<file path="config.mk">
export PLATFORM = sky130hd
export DESIGN_NAME = rtc_match_counter
export DESIGN_NICKNAME = d
export VERILOG_FILES = /design/src/rtl/rtc_pkg.sv /design/src/rtl/rtc_tick_sync.sv /design/src/rtl/rtc_regs.sv /design/src/rtl/rtc_count.sv /design/src/rtl/rtc_match_counter.sv
export SDC_FILE = /design/constraint.sdc
export NUM_CORES = 1
export LEC_CHECK = 0
export BUFFER_PORTS_ARGS = -buffer_cell sky130_fd_sc_hd__buf_4
export CAP_MARGIN = 25
export CORE_AREA = 2 2 139 141
export CTS_CLUSTER_DIAMETER = 120
export DETAILED_ROUTE_END_ITERATION = 10
export DIE_AREA = 0 0 141 143
export HOLD_SLACK_MARGIN = 0.02
export PLACE_DENSITY = 0.61
export SLEW_MARGIN = 20
export SYNTH_ARGS = -nofsm -noshare
export SYNTH_HDL_FRONTEND = slang
export SYNTH_SLANG_ARGS = --single-unit
</file>
<file path="constraint.sdc">
create_clock -name clk_i -period 3.2 [get_ports clk_i]
set_input_delay 0.64 -clock clk_i [delete_from_list [all_inputs] [get_ports clk_i]]
set_output_delay 0.64 -clock clk_i [all_outputs]
set_load 0.02 [all_outputs]
</file>
<file path="src/rtl/rtc_pkg.sv">
package rtc_pkg;
  localparam int ADDR_W = 3;
  localparam logic [ADDR_W-1:0] A_CFG   = 3'd0;
  localparam logic [ADDR_W-1:0] A_LOAD  = 3'd1;
  localparam logic [ADDR_W-1:0] A_MATCH = 3'd2;
  localparam logic [ADDR_W-1:0] A_CTRL  = 3'd3;
  localparam logic [ADDR_W-1:0] A_MASK  = 3'd4;
  localparam logic [ADDR_W-1:0] A_STAT  = 3'd5;
  localparam logic [ADDR_W-1:0] A_CLR   = 3'd6;
  localparam logic [ADDR_W-1:0] A_COUNT = 3'd7;
  localparam int CTRL_RUN   = 0;
  localparam int CTRL_RTC   = 1;
  localparam int CTRL_STALL = 2;
  localparam int CTRL_W     = 3;
endpackage

</file>
<file path="src/rtl/rtc_tick_sync.sv">
module rtc_tick_sync #(
  parameter int STAGES = 2
) (
  input  logic clk_i,
  input  logic rst_ni,
  input  logic ref_i,
  output logic tick_o
);
  logic [STAGES-1:0] sync_q;
  logic              prev_q;

  always_ff @(posedge clk_i or negedge rst_ni) begin
    if (!rst_ni) begin
      sync_q <= '0;
      prev_q <= 1'b0;
    end else begin
      sync_q <= {sync_q[STAGES-2:0], ref_i};
      prev_q <= sync_q[STAGES-1];
    end
  end

  assign tick_o = sync_q[STAGES-1] & ~prev_q;
endmodule

</file>
<file path="src/rtl/rtc_regs.sv">
module rtc_regs
  import rtc_pkg::*;
#(
  parameter int W = 32
) (
  input  logic              clk_i,
  input  logic              rst_ni,
  input  logic              we_i,
  input  logic [ADDR_W-1:0] waddr_i,
  input  logic [W-1:0]      wdata_i,
  output logic [W-1:0]      cfg_o,
  output logic [W-1:0]      load_o,
  output logic [W-1:0]      match_o,
  output logic [CTRL_W-1:0] ctrl_o,
  output logic              mask_o,
  output logic              load_wr_o,
  output logic              clr_wr_o
);
  logic hit_cfg, hit_load, hit_match, hit_ctrl, hit_mask;

  assign hit_cfg   = we_i && waddr_i == A_CFG;
  assign hit_load  = we_i && waddr_i == A_LOAD;
  assign hit_match = we_i && waddr_i == A_MATCH;
  assign hit_ctrl  = we_i && waddr_i == A_CTRL;
  assign hit_mask  = we_i && waddr_i == A_MASK;

  always_ff @(posedge clk_i or negedge rst_ni) begin
    if (!rst_ni) begin
      cfg_o   <= '0;
      load_o  <= '0;
      match_o <= '0;
      ctrl_o  <= '0;
      mask_o  <= 1'b0;
    end else begin
      // configuration is frozen while the timer runs
      if (hit_cfg && !ctrl_o[CTRL_RUN]) cfg_o <= wdata_i;
      if (hit_load)  load_o  <= wdata_i;
      if (hit_match) match_o <= wdata_i;
      if (hit_ctrl)  ctrl_o  <= wdata_i[CTRL_W-1:0];
      if (hit_mask)  mask_o  <= wdata_i[0];
    end
  end

  assign load_wr_o = hit_load;
  assign clr_wr_o  = we_i && waddr_i == A_CLR && wdata_i[0];
endmodule

</file>
<file path="src/rtl/rtc_count.sv">
module rtc_count #(
  parameter int W = 32
) (
  input  logic         clk_i,
  input  logic         rst_ni,
  input  logic         step_i,
  input  logic         load_wr_i,
  input  logic [W-1:0] load_val_i,
  input  logic [W-1:0] match_i,
  input  logic         clr_i,
  output logic [W-1:0] count_o,
  output logic         stat_o
);
  logic [W-1:0] count_nxt;
  logic         hit;

  assign count_nxt = count_o + 1'b1;
  assign hit       = step_i && !load_wr_i && count_nxt == match_i;

  always_ff @(posedge clk_i or negedge rst_ni) begin
    if (!rst_ni) begin
      count_o <= '0;
      stat_o  <= 1'b0;
    end else begin
      if (load_wr_i)   count_o <= load_val_i;
      else if (step_i) count_o <= count_nxt;
      // set wins over clear
      if (hit)        stat_o <= 1'b1;
      else if (clr_i) stat_o <= 1'b0;
    end
  end
endmodule

</file>
<file path="src/rtl/rtc_match_counter.sv">
module rtc_match_counter
  import rtc_pkg::*;
#(
  parameter int W           = 32,
  parameter int SYNC_STAGES = 2
) (
  input  logic              clk_i,
  input  logic              rst_ni,
  input  logic              ref_clk_i,
  input  logic              dbg_halt_i,
  input  logic              we_i,
  input  logic [ADDR_W-1:0] waddr_i,
  input  logic [W-1:0]      wdata_i,
  input  logic [ADDR_W-1:0] raddr_i,
  output logic [W-1:0]      rdata_o,
  output logic              irq_o
);
  logic              tick;
  logic [W-1:0]      cfg_q, load_q, match_q, count_q;
  logic [CTRL_W-1:0] ctrl_q;
  logic              mask_q, stat_q, load_wr, clr_wr, step, frozen;

  rtc_tick_sync #(.STAGES(SYNC_STAGES)) u_sync (
    .clk_i, .rst_ni, .ref_i(ref_clk_i), .tick_o(tick)
  );

  rtc_regs #(.W(W)) u_regs (
    .clk_i, .rst_ni, .we_i, .waddr_i, .wdata_i,
    .cfg_o(cfg_q), .load_o(load_q), .match_o(match_q), .ctrl_o(ctrl_q),
    .mask_o(mask_q), .load_wr_o(load_wr), .clr_wr_o(clr_wr)
  );

  assign frozen = ctrl_q[CTRL_STALL] && dbg_halt_i;
  assign step   = tick && ctrl_q[CTRL_RUN] && ctrl_q[CTRL_RTC] &&
                  cfg_q == W'(1) && !frozen;

  rtc_count #(.W(W)) u_cnt (
    .clk_i, .rst_ni, .step_i(step), .load_wr_i(load_wr),
    .load_val_i(wdata_i), .match_i(match_q), .clr_i(clr_wr),
    .count_o(count_q), .stat_o(stat_q)
  );

  assign irq_o = stat_q & mask_q;

  always_comb begin
    unique case (raddr_i)
      A_CFG:   rdata_o = cfg_q;
      A_LOAD:  rdata_o = load_q;
      A_MATCH: rdata_o = match_q;
      A_CTRL:  rdata_o = W'(ctrl_q);
      A_MASK:  rdata_o = W'(mask_q);
      A_STAT:  rdata_o = W'(stat_q);
      A_COUNT: rdata_o = count_q;
      default: rdata_o = '0;
    endcase
  end
endmodule

</file>
* Word level (Yosys, flattened, before mapping) *
Cells that the tools add are included.

cells by class
  equal/unequal tests = 13
  $add $sub $neg = 1
  divide/modulo/power cells = 0
  shift-type cells = 0
  bitwise logic cells = 3
  $mul = 0
  muxes and demuxes = 5
  reductions and logical operators = 22
  $lt $le $gt $ge = 0

operators with widths
  operator                                        number
  one-hot mux 32 bit (7 select lines)             1
  2-to-1 mux 32 bit                               2
  adder 32 x 1 -> 32 bit, second input constant   1
  == test 32 x 1 -> 1 bit, second input constant  1
  == test 32 bit                                  1
  == test 3 bit, second input constant            5
  logical AND 1 bit                               15
  == test 3 x 2 -> 1 bit, second input constant   4
  == test 3 x 1 -> 1 bit, second input constant   2
  zero test 3 bit                                 2
  nonzero test 2 bit                              2
  zero test 1 bit                                 3
  bitwise AND 1 bit                               2
  2-to-1 mux 1 bit                                2
  NOT 1 bit                                       1

word-level totals
  ROM bits = 0
  output and inout port bits = 33
  logic and storage cells = 53
  bits in writable memories = 0
  bits in registers = 136
  memories kept = 0
  bits of input ports = 43
  latch bits = 0

* Longest topological paths before layout *
  depth after elaboration = 9
  mapped depth = 8
  mapped depth without buffers = 8

* Cells and area by module *
A second synthesis with hierarchy kept.

second synthesis, totals
  cell total of the unflattened synthesis = 705
  area, all modules = 7836.3 um^2

modules (own cells, without submodules)
  module             area each (um^2)  sequential area each (um^2)  times used  cells an instance
  rtc_regs           4077.7            2502.4                       1           220
  rtc_count          2770.2            825.8                        1           348
  rtc_match_counter  899.6             0.0                          1           133
  rtc_tick_sync      88.8              75.1                         1           4

* Worst setup path after synthesis *
Ideal clock, no wire load.

  path kind = reg2reg
  from = register u_cnt.count_o[1]
  to = register u_cnt.stat_o
  cell stages (with the launch flop) = 9
  path buffers = 0
  slack = 733 ps
  data required time = 3108 ps
  arrival time = 2375 ps
  clock period less this slack = 2467 ps
  setup time = 92 ps
  cell sequence = dfrtp_1 > ha_1 > nand3_4 > or3_4 > or4_1 > nand3_1 > nand4_1 > or4_4 > o31ai_2

between the ends
  word-level cells in the longest chain between the ends = 4
  elaborated cells on any way between the ends = 5
  classes of those cells = 1 x add/sub; 1 x eq/ne; 1 x mux; 2 x reduce/logical

ends and longest elaborated chain
  element                                                        RTL line         source
  start: declaration                                             rtc_count.sv:11  output logic [W-1:0] count_o,
  start signal: assignment                                       rtc_count.sv:25  if (load_wr_i) count_o <= load_val_i;
  start signal: assignment                                       rtc_count.sv:26  else if (step_i) count_o <= count_nxt;
  adder 32 x 1 -> 32 bit (*)                                     rtc_count.sv:17  assign count_nxt = count_o + 1'b1;
  == test 32 bit (*)                                             rtc_count.sv:18  assign hit = step_i && !load_wr_i && count_nxt == match_i;
  logical AND 1 bit (*)                                          rtc_count.sv:18
  2-to-1 mux 1 bit / nonzero test 2 bit (equally long branches)  n/a
  end signal: assignment                                         rtc_count.sv:23  stat_o <= 1'b0;
  end signal: assignment                                         rtc_count.sv:28  if (hit) stat_o <= 1'b1;
  end signal: assignment                                         rtc_count.sv:29  else if (clr_i) stat_o <= 1'b0;
  end: declaration                                               rtc_count.sv:12  output logic stat_o

Every way passes the cells marked *; elsewhere a longest branch is shown, timed or not.
A chain may end at the register's enable or synchronous reset.

* Worst setup path after layout *
  from = register u_cnt.count_o[0]
  to = register u_cnt.stat_o

Same word-level chain as after synthesis.

==> metrics.txt <==
setup ws final 369 ps; Die X-Extent 141 um; clock share of power 36.1%; fmax 0.353 GHz; count of final setup violators 0; CTS sink count 136; part of the power in registers 43.0%; htree depth 4; Post-synth EDFFs 0; first-pass GRT wire length 34400 um; # diodes 0; mapped cell area 0.00735 mm2; Fillers 1716; share of cells above drive strength 1 27.1%; crit path kind flip-flop to flip-flop; Hold Crit Class input pin to asynchronous set/reset pin; register area share after synthesis 46.3%; Die H 143 um; Worst Setup End Kind flip-flop; synth top area cells dfrtp_1 (46%), mux2_2 (10%), nand2_1 (6.5%); total track usage 22.1%; P_sw 1.79 mW; Slew Viols, Final 0; RSZ-0062 raised after global routing false; cell count after synthesis 715; multi-input logic area 0.00376 mm2; power per cell area 662 mW/mm2; largest net degree at the start of global routing 73; status complete, no violations; switching part of the total 30.8%; ys async rst share 100%; P&R area growth vs syn 19.6%; initial antenna violation count 0; vias per cell 5.82; Clk Latency, worst-skew pair 430 ps; Max Buffers Root-to-Sink 2; dominant synthesized flop cell dfrtp_1; final WL 21500 um; internal power 4.03 mW; # DRC 0; most frequent cells in the layout dfrtp_1 (136), nand2_1 (127), buf_4 (91); 1st-pass router iterations 8; Slew headroom 54.8%; Initial Util 39.6%; pre-CTS setup slack 426 ps; Unique masters post-synth 62; Num CTS Buffers 17; detailed-placement wirelength estimate 14900 um; CTS tree built; post-synthesis area per instance 10.3 um2; clk_skew 7.14 ps; die area 0.0202 mm2; Synth top area share 46.3%; Initial DRC Count 395; Overall Power 5.82 mW; commonest non-fill, non-tap cell in the layout dfrtp_1; WP data arrival 3170 ps; CP Max Fanout 6; Setup TNS 0 ps; Root Driver clkbuf_16; minimum clock period 2830 ps; post-route clock period utilization 88.5%; placer congestion estimate 0.932; Worst-path clk slew 60 ps; DR WL/cell 21.1 um; NumNets Final 818; post-synth top area cell dfrtp_1; io pins 76; synth warn 0; Core Area 0.0186 mm2; # Post-CTS Setup Buffers 0; Via Count 5937; required time of the critical path 3540 ps; vias in the first global route 6251; cts repair resizes 0; syn_nets 759; Max Cap Viol 0; Comb power frac 20.9%; Site Rows 50; Startpoint Class flip-flop; Reg area 0.00340 mm2; final hold violation count 0; leak pwr 3.77 nW; Remaining Overflow, GRT 0; final core utilization 47.3%; Max IR drop VDD 0.000502 V; slew at the pin closest to its max-slew limit 678 ps; Port Buffers 75; remaining antenna violation count 0; # hold bufs at CTS 0; FF+latch count, synth 136
==> final timing paths <==
path	start	to	slack, ps	cells after the start
min in group clk_i	ref_clk_i	u_sync.sync_q[0]	320	1
min	rst_ni	u_sync.sync_q[0]	220	1
max	u_cnt.count_o[0]	u_cnt.stat_o	370	8
min reg2reg	u_sync.sync_q[0]	u_sync.sync_q[1]	360	0
max in group asynchronous	rst_ni	u_regs.mask_o	2110	2
max reg2reg	u_cnt.count_o[0]	u_cnt.stat_o	370	8
==> metrics by stage <==
step / area, um2 / std cells / hold WS, ps
2_1_floorplan: 7350 / 715 / 331
3_3_place_gp: 8170 / 989 / 341
3_5_place_dp: 8170 / 989 / 344
4_1_cts: 8790 / 1020 / 254
5_1_grt: 8790 / 1020 / 270
6_report: 8790 / 1020 / 223
==> flip-flops by register name, indices dropped and copies added (netlist names) <==
| signal | count |
|---|---|
| u_cnt.stat_o | 1 |
| u_regs.mask_o | 1 |
| u_regs.match_o | 32 |
| u_cnt.count_o | 32 |
| u_regs.ctrl_o | 3 |
| u_regs.cfg_o | 32 |
| u_sync.prev_q | 1 |
| u_sync.sync_q | 2 |
| u_regs.load_o | 32 |
==> cell usage after synthesis (2+ instances only) <==
cell type	number
nor4b_1	4
nand4_2	3
clkbuf_1	41
and3_1	6
nor4_1	9
xnor2_1	52
nand2_1	127
mux2_2	67
and4_1	2
inv_1	5
o21ai_0	41
a22o_1	28
nand2b_1	3
nand3b_1	2
buf_2	3
nor3b_1	2
nand4_1	17
and2_1	2
xor2_1	28
nor4bb_1	3
nor3_1	12
nand3_1	17
buf_1	4
or3_1	2
dfrtp_1	136
buf_4	2
nor2_1	21
o211ai_1	2
or4_1	2
a221o_1	31
o2111ai_1	2
a31oi_1	2
nor3_2	3
mux2i_1	6
==> power by group through the flow <==
stage / registers (mW) / clock network (mW) / logic (mW)
finish: 2.50 / 2.10 / 1.21
global route: 2.55 / 2.20 / 1.33
CTS: 2.49 / 2.13 / 1.22
detailed placement: 2.52 / 0 / 1.21
global placement: 2.50 / 0 / 1.19
floorplan: 2.30 / 0 / 0.954
==> cell families (layout without fill, tap and decap cells) <==
family	count (synthesis)	after routing	synth area share, %
xor gates and xnor gates	80	80	9.53
buffers and inverters	57	128	3.18
DFF	136	136	46.3
and+or+nand+nor	250	250	17.3
adders and majority gates	2	2	0.306
muxes	73	73	11.1
AOI/OAI and AO/OA	117	117	12.3
==> worst max-delay path, cell delays in order, from the launching register on <==
cell and delay, ps:
dfrtp_1 480, ha_1 310, nand3_4 140, or3_4 380, or4_1 480, nand3_1 110
nand4_1 110, or4_4 530, o31ai_2 200
==> area by class of cell <==
type / instances / area share, %
multi-input cells: 522 / 42.7
flip-flops and latches: 136 / 38.7
repair buffers: 92 / 7.90
clock buffers: 19 / 5.15
well taps: 234 / 3.33
clock inverters: 12 / 1.99
inverters: 5 / 0.213
==> metal layers <==
metal  global-route usage [%]  part of all wire, %  vias to the layer above  wire (um)
met4                     7.79                  2.2                        0        464
met1                     29.0                   45                     3026       9590
met3                     4.73                  4.8                       42       1030
met2                     36.4                   48                      173      10400
met5                        0                    0                        -          0
li1                         -                    -                     2696          -
Power figures use the tool's default switching activity.
